File: config.mk
export PLATFORM = sky130hd
export DESIGN_NAME = bpl_load_seq
export DESIGN_NICKNAME = d
export VERILOG_FILES = /design/src/rtl/bpl_pkg.sv /design/src/rtl/bpl_edge_det.sv /design/src/rtl/bpl_counter.sv /design/src/rtl/bpl_ctrl.sv /design/src/rtl/bpl_load_seq.sv
export SDC_FILE = /design/constraint.sdc
export NUM_CORES = 1
export LEC_CHECK = 0
export BUFFER_PORTS_ARGS = -buffer_cell sky130_fd_sc_hd__buf_4
export CORE_MARGIN = 5
export CORE_UTILIZATION = 35
export CTS_CLUSTER_SIZE = 40
export DETAILED_ROUTE_END_ITERATION = 8
export GPL_TIMING_DRIVEN = 0
export PLACE_DENSITY = 0.64
export SYNTH_ARGS = -nofsm -noshare
export SYNTH_HDL_FRONTEND = slang
export SYNTH_SLANG_ARGS = --single-unit
File: constraint.sdc
create_clock -name clk -period 3.3 [get_ports clk]
set_input_delay 0.165 -clock clk [delete_from_list [all_inputs] [get_ports clk]]
set_output_delay 0.165 -clock clk [all_outputs]
set_load 0.005 [all_outputs]
File: src/rtl/bpl_pkg.sv
package bpl_pkg;

  typedef enum logic [2:0] {
    ST_IDLE = 3'd0,
    ST_PRE  = 3'd1,
    ST_CMD  = 3'd2,
    ST_XFER = 3'd3,
    ST_DONE = 3'd4
  } bpl_state_e;

  // Word stored at preset slot idx: only slot 1 carries a non-zero constant
  function automatic logic [31:0] preset_word(input int unsigned idx,
                                              input logic [31:0] slot1_val);
    return (idx == 1) ? slot1_val : 32'd0;
  endfunction

  // A core step needs memory release, the load clock and AUTO together
  function automatic logic step_ok(input logic rel, input logic tck,
                                   input logic aut);
    return rel & tck & aut;
  endfunction

endpackage

File: src/rtl/bpl_edge_det.sv
module bpl_edge_det (
  input  logic clk,
  input  logic rst_n,
  input  logic clr,
  input  logic din,
  output logic rise
);
  logic din_q;

  always_ff @(posedge clk or negedge rst_n) begin
    if (!rst_n)   din_q <= 1'b0;
    else if (clr) din_q <= 1'b0;
    else          din_q <= din;
  end

  assign rise = din & ~din_q & ~clr;

endmodule

File: src/rtl/bpl_counter.sv
module bpl_counter #(
  parameter int unsigned LIMIT = 64,
  localparam int unsigned CW   = $clog2(LIMIT + 1)
) (
  input  logic          clk,
  input  logic          rst_n,
  input  logic          clr,
  input  logic          inc,
  output logic [CW-1:0] cnt,
  output logic          last_hit
);
  localparam logic [CW-1:0] LAST = CW'(LIMIT - 1);

  assign last_hit = inc & (cnt == LAST);

  always_ff @(posedge clk or negedge rst_n) begin
    if (!rst_n)    cnt <= '0;
    else if (clr)  cnt <= '0;
    else if (inc)  cnt <= cnt + 1'b1;
  end

  AST_CNT_BOUNDED: assert property (@(posedge clk) disable iff (!rst_n)
    cnt <= CW'(LIMIT));

endmodule

File: src/rtl/bpl_ctrl.sv
module bpl_ctrl
  import bpl_pkg::*;
#(
  parameter int unsigned WORD_W     = 24,
  parameter int unsigned ADDR_W     = 15,
  parameter int unsigned PRESET_N   = 3,
  parameter int unsigned XFER_WORDS = 64,
  parameter logic [WORD_W-1:0] SLOT1_VAL = 24'o100,
  parameter logic [WORD_W-1:0] XFER_CMD  = 24'o25041000,
  localparam int unsigned PW = $clog2(PRESET_N + 1),
  localparam int unsigned CW = $clog2(XFER_WORDS + 1)
) (
  input  logic              clk,
  input  logic              rst_n,
  input  logic              init,
  input  logic              auto_mode,
  input  logic              start_rise,
  input  logic              mem_rel,
  input  logic              tick,
  input  logic              bulk_ack,
  input  logic [PW-1:0]     pre_cnt,
  input  logic              pre_last,
  input  logic [CW-1:0]     xfer_cnt,
  input  logic              xfer_last,
  output logic              pre_inc,
  output logic              xfer_inc,
  output logic              cnt_clr,
  output logic              mem_req,
  output logic              store,
  output logic [ADDR_W-1:0] addr,
  output logic [WORD_W-1:0] wdata,
  output logic              cmd_valid,
  output logic [WORD_W-1:0] cmd_word,
  output logic              inhibit,
  output logic              save_p,
  output logic              done
);
  bpl_state_e state, state_nx;

  // Named internal events
  logic step;
  logic start;
  logic cmd_fire;
  logic store_pend;

  assign step       = step_ok(mem_rel, tick, auto_mode);
  assign start      = start_rise & auto_mode & (state == ST_IDLE);
  assign pre_inc    = (state == ST_PRE) & step;
  assign cmd_fire   = (state == ST_CMD) & step;
  assign xfer_inc   = (state == ST_XFER) & bulk_ack;
  assign cnt_clr    = start;
  assign store_pend = (state == ST_PRE) | (state == ST_CMD);

  always_comb begin
    state_nx = state;
    unique case (state)
      ST_IDLE: if (start)     state_nx = ST_PRE;
      ST_PRE:  if (pre_last)  state_nx = ST_CMD;
      ST_CMD:  if (cmd_fire)  state_nx = ST_XFER;
      ST_XFER: if (xfer_last) state_nx = ST_DONE;
      ST_DONE:                state_nx = ST_IDLE;
      default:                state_nx = ST_IDLE;
    endcase
  end

  always_ff @(posedge clk or negedge rst_n) begin
    if (!rst_n)    state <= ST_IDLE;
    else if (init) state <= ST_IDLE;
    else           state <= state_nx;
  end

  always_ff @(posedge clk or negedge rst_n) begin
    if (!rst_n) begin
      store     <= 1'b0;
      addr      <= '0;
      wdata     <= '0;
      cmd_valid <= 1'b0;
      cmd_word  <= '0;
      save_p    <= 1'b0;
    end else if (init) begin
      store     <= 1'b0;
      addr      <= '0;
      wdata     <= '0;
      cmd_valid <= 1'b0;
      cmd_word  <= '0;
      save_p    <= 1'b0;
    end else begin
      store     <= pre_inc;
      addr      <= pre_inc ? ADDR_W'(pre_cnt) : '0;
      wdata     <= pre_inc ? WORD_W'(preset_word(int'(pre_cnt), 32'(SLOT1_VAL))) : '0;
      cmd_valid <= cmd_fire;
      cmd_word  <= cmd_fire ? XFER_CMD : '0;
      save_p    <= start;
    end
  end

  assign inhibit = (state != ST_IDLE);
  assign done    = (state == ST_DONE);
  assign mem_req = ~auto_mode | (store_pend & mem_rel);

  AST_STORE_NEEDS_STEP: assert property (@(posedge clk) disable iff (!rst_n || init)
    store |-> $past(mem_rel && tick && auto_mode));

  AST_CMD_NEEDS_STEP: assert property (@(posedge clk) disable iff (!rst_n || init)
    cmd_valid |-> $past(mem_rel && tick && auto_mode));

  AST_SINGLE_STROBE: assert property (@(posedge clk) disable iff (!rst_n || init)
    $onehot0({store, cmd_valid, save_p, done}));

  AST_STORE_IN_LOAD: assert property (@(posedge clk) disable iff (!rst_n || init)
    store |-> inhibit);

  AST_DONE_AFTER_LAST: assert property (@(posedge clk) disable iff (!rst_n || init)
    done |-> $past(xfer_cnt == CW'(XFER_WORDS - 1) && bulk_ack));

  AST_DONE_SINGLE: assert property (@(posedge clk) disable iff (!rst_n || init)
    done |=> !done);

  AST_INHIBIT_RELEASE: assert property (@(posedge clk) disable iff (!rst_n || init)
    $fell(inhibit) |-> ($past(done) || $past(init)));

  AST_SAVE_FROM_IDLE: assert property (@(posedge clk) disable iff (!rst_n || init)
    save_p |-> $past(auto_mode && load_seen_idle()));

  function automatic logic load_seen_idle();
    return 1'b1;
  endfunction

  AST_MANUAL_REQ: assert property (@(posedge clk) disable iff (!rst_n || init)
    $fell(auto_mode) |-> mem_req);

endmodule

File: src/rtl/bpl_load_seq.sv
module bpl_load_seq #(
  parameter int unsigned WORD_W     = 24,
  parameter int unsigned ADDR_W     = 15,
  parameter int unsigned PRESET_N   = 3,
  parameter int unsigned XFER_WORDS = 64,
  localparam int unsigned PW = $clog2(PRESET_N + 1),
  localparam int unsigned CW = $clog2(XFER_WORDS + 1)
) (
  input  logic              clk,
  input  logic              rst_n,
  input  logic              init,
  input  logic              auto_mode,
  input  logic              load_req,
  input  logic              mem_rel,
  input  logic              tick,
  input  logic              bulk_ack,
  output logic              mem_req,
  output logic              store,
  output logic [ADDR_W-1:0] addr,
  output logic [WORD_W-1:0] wdata,
  output logic              cmd_valid,
  output logic [WORD_W-1:0] cmd_word,
  output logic [CW-1:0]     xfer_cnt,
  output logic              inhibit,
  output logic              save_p,
  output logic              done
);
  logic          start_rise;
  logic          pre_inc, xfer_inc, cnt_clr;
  logic [PW-1:0] pre_cnt;
  logic          pre_last, xfer_last;

  bpl_edge_det u_edge (
    .clk  (clk),
    .rst_n(rst_n),
    .clr  (init),
    .din  (load_req),
    .rise (start_rise)
  );

  bpl_counter #(.LIMIT(PRESET_N)) u_pre_cnt (
    .clk     (clk),
    .rst_n   (rst_n),
    .clr     (cnt_clr | init),
    .inc     (pre_inc),
    .cnt     (pre_cnt),
    .last_hit(pre_last)
  );

  bpl_counter #(.LIMIT(XFER_WORDS)) u_xfer_cnt (
    .clk     (clk),
    .rst_n   (rst_n),
    .clr     (cnt_clr | init),
    .inc     (xfer_inc),
    .cnt     (xfer_cnt),
    .last_hit(xfer_last)
  );

  bpl_ctrl #(
    .WORD_W    (WORD_W),
    .ADDR_W    (ADDR_W),
    .PRESET_N  (PRESET_N),
    .XFER_WORDS(XFER_WORDS)
  ) u_ctrl (
    .clk       (clk),
    .rst_n     (rst_n),
    .init      (init),
    .auto_mode (auto_mode),
    .start_rise(start_rise),
    .mem_rel   (mem_rel),
    .tick      (tick),
    .bulk_ack  (bulk_ack),
    .pre_cnt   (pre_cnt),
    .pre_last  (pre_last),
    .xfer_cnt  (xfer_cnt),
    .xfer_last (xfer_last),
    .pre_inc   (pre_inc),
    .xfer_inc  (xfer_inc),
    .cnt_clr   (cnt_clr),
    .mem_req   (mem_req),
    .store     (store),
    .addr      (addr),
    .wdata     (wdata),
    .cmd_valid (cmd_valid),
    .cmd_word  (cmd_word),
    .inhibit   (inhibit),
    .save_p    (save_p),
    .done      (done)
  );

  AST_IDLE_QUIET: assert property (@(posedge clk) disable iff (!rst_n || init)
    !inhibit |-> (!store && !cmd_valid));

endmodule

==> results_dict.tcl <==
set metrics [dict create \
    end_kind "register" \
    instances_no_fill 289 \
    grt_use_total 0.0922 \
    path_max_fanout 10 \
    htreeDepth 1 \
    worst_slack_ns 1.40 \
    timing.setup.tns_ns 0 \
    layout-drive-gt1-share 0.410 \
    finalSetupViolations 0 \
    dieArea_um2 5330 \
    clk_pin_slew_ns 0.07 \
    clock_sinks 19 \
    ys_warn_count 0 \
    worstPathArrival_ns 2.04 \
    initial_core_util 0.355 \
    final_util 0.491 \
    clock_skew_ns 0.00276 \
    grt_pass1_vias 844 \
    combPwrFrac 0.371 \
    syn_area_um2 1390 \
    cts-resized-gates 0 \
    wl_um 2520 \
    grt_pass1_wl_um 3830 \
    maxCapViolCount 0 \
    via_per_inst 3.54 \
    p_int_uw 468 \
    rows 23 \
    peakVddDrop_v 0.000263 \
    antenna_found_initial 0 \
    n_antenna_cell 0 \
    dr.first_iter.drc_count 25 \
    cts_buffer_depth 2 \
    dr.pass1.iters 4 \
    core_um2 3910 \
    p_seq_frac 0.398 \
    synth_top_cell_area_share 0.342 \
    multi_input_area_um2 638 \
    power.total_uw 668 \
    p_per_area_nw_per_um2 348 \
    routabilityCongestion 0.758 \
    finalCriticalPeriod_ns 1.90 \
    num-fill-cells 386 \
    seq_area_frac_synth 0.342 \
    overflow 0 \
    crit_type "reg -> reg" \
    port_buffers 28 \
    power.leakage_uw 0.00112 \
    regArea_um2 475 \
    finalCritPeriodShare 0.577 \
    synth_cells 152 \
    synth.distinct_cells 37 \
    place_ws_ns 1.40 \
    post-route-drc-count 0 \
    yosys.area.top_type "dfrtp_1" \
    ioPinCount 84 \
    syn_area_per_cell_um2 9.15 \
    report.final.slew_viol_count 0 \
    tritoncts "yes" \
    synth_seq_cells 19 \
    cts_buffers 3 \
    rsz0062_at_grt "no" \
    area_growth_syn_to_layout_pct 38.2 \
    insertion_delay_ns 0.25 \
    switching_share 0.299 \
    via_count 1022 \
    die_h_um 73.0 \
    pwr-share-clk 0.231 \
    dp_cells 284 \
    wl_per_cell_um 8.73 \
    dpl.hpwl_um 2080 \
    status "finished clean" \
    hold_viol_final 0 \
    power.switching_uw 200 \
    grt_max_degree 20 \
    final_nets 251 \
    clockRootBuffer "clkbuf_8" \
    detail-route-antenna-nets 0 \
    min_path_type "in -> reg" \
    worst_setup_path_start_kind "register" \
    ys_top_cells_by_area "dfrtp_1 (34%), buf_4 (32%), ha_1 (2.7%)" \
    fp.dieW_um 73.0 \
    fmax_ghz 0.525 \
    required_ns 3.43 \
]
==> cell type report <==
| type | instances | area share |
|---|---|---|
| plain buffers | 62 | 0.240 |
| clock buffers | 4 | 0.0235 |
| inverters | 5 | 0.00977 |
| multi-input cells | 120 | 0.332 |
| flip-flops and latches | 19 | 0.248 |
| well taps | 50 | 0.0326 |
| repair buffers | 29 | 0.115 |
==> flip-flops by register name, summed over array words and instances (netlist names) <==
register and count:
u_pre_cnt.cnt 2, u_ctrl.save_p 1, u_ctrl.wdata 1, u_ctrl.store 1, u_xfer_cnt.cnt 7, u_ctrl.cmd_word 1
u_ctrl.addr 2, u_ctrl.state 3, u_edge.din_q 1
==> through the flow <==
stage                     hold slack (ns)  cell area (um2)
after detailed placement           0.0511             1870
after floorplan                    -0.131             1590
after global placement             0.0529             1870
final                               0.137             1920
after global routing                0.134             1920
after CTS                           0.135             1920
==> logic make-up (layout without fill, tap and decap cells) <==
family	after synthesis	count (layout)	share of synthesized area
buf+inv	67	100	0.345
simple gates	44	44	0.179
fa+ha+maj	3	3	0.0270
xor+xnor	7	7	0.0441
mux	1	1	0.0108
other cells	1	55	0.00270
compound gates	10	10	0.0495
flops	19	19	0.342
==> final timing paths <==
path / cells past startpoint / end / slack [ns] / from
min in group asynchronous: 2 / u_xfer_cnt.cnt[6] / 0.33 / rst_n
max in group asynchronous: 2 / u_pre_cnt.cnt[1] / 2.77 / rst_n
max reg2reg: 6 / u_ctrl.state[1] / 1.40 / u_ctrl.state[1]
min: 2 / u_edge.din_q / 0.14 / init
max: 6 / u_ctrl.state[1] / 1.40 / u_ctrl.state[1]
min reg2reg: 1 / u_ctrl.addr[1] / 0.55 / u_pre_cnt.cnt[1]
==> metal layers <==
metal  vias up  wire length [um]  track usage
met4         0                17       0.0246
met1       429              1010        0.113
met5         -                 0            0
li1        551                 -            -
met2        40              1250        0.147
met3         2               254       0.0399
==> critical path: stages (launching register included) <==
cell	delay [ns]
dfrtp_1	0.37
buf_2	0.18
or3_4	0.40
a311oi_1	0.26
a21o_1	0.15
nand2b_1	0.13
mux2_4	0.30
==> cells in the final DEF (no fill, tap or decap), types with 2 or more instances in the layout <==
master,instances
buf_4,88
conb_1,55
dfrtp_1,19
nor2_1,10
nand2_1,8
inv_1,4
xor2_1,4
and2_1,3
xnor2_1,3
nor3_1,3
ha_1,3
clkbuf_8,3
buf_2,2
nand3_1,2
nor4_1,2
nand2b_1,2
nand4_1,2
o21ai_0,2
or2_1,2
a21oi_1,2
==> cell usage after synthesis (all sizes together) <==
master and count:
a211oi 1, a21o 1, a21oi 2, a311oi 1, and2 3, and4b 1, buf 62, clkinv 1
conb 1, dfrtp 19, ha 3, inv 4, mux2 1, nand2 8, nand2b 2, nand3 2
nand4 2, nand4b 1, nor2 11, nor2b 1, nor3 3, nor3b 1, nor4 2, o21ai 3
o21bai 1, o22a 1, or2 2, or2b 1, or3 2, or4 2, xnor2 3, xor2 4
==> power by group through the flow <==
stage / Clock [uW] / Sequential [uW] / Combinational (uW)
floorplan: 0 / 266 / 189
global placement: 0 / 270 / 242
detailed placement: 0 / 270 / 244
CTS: 162 / 266 / 247
global route: 175 / 269 / 278
finish: 154 / 266 / 248
==> repair_timing <==
item,4_1_cts,5_1_grt
hold endpoints to repair,19,0
hold buffers,1,0
setup buffers,0,0
Note: power is estimated with default switching activity, not from simulation.
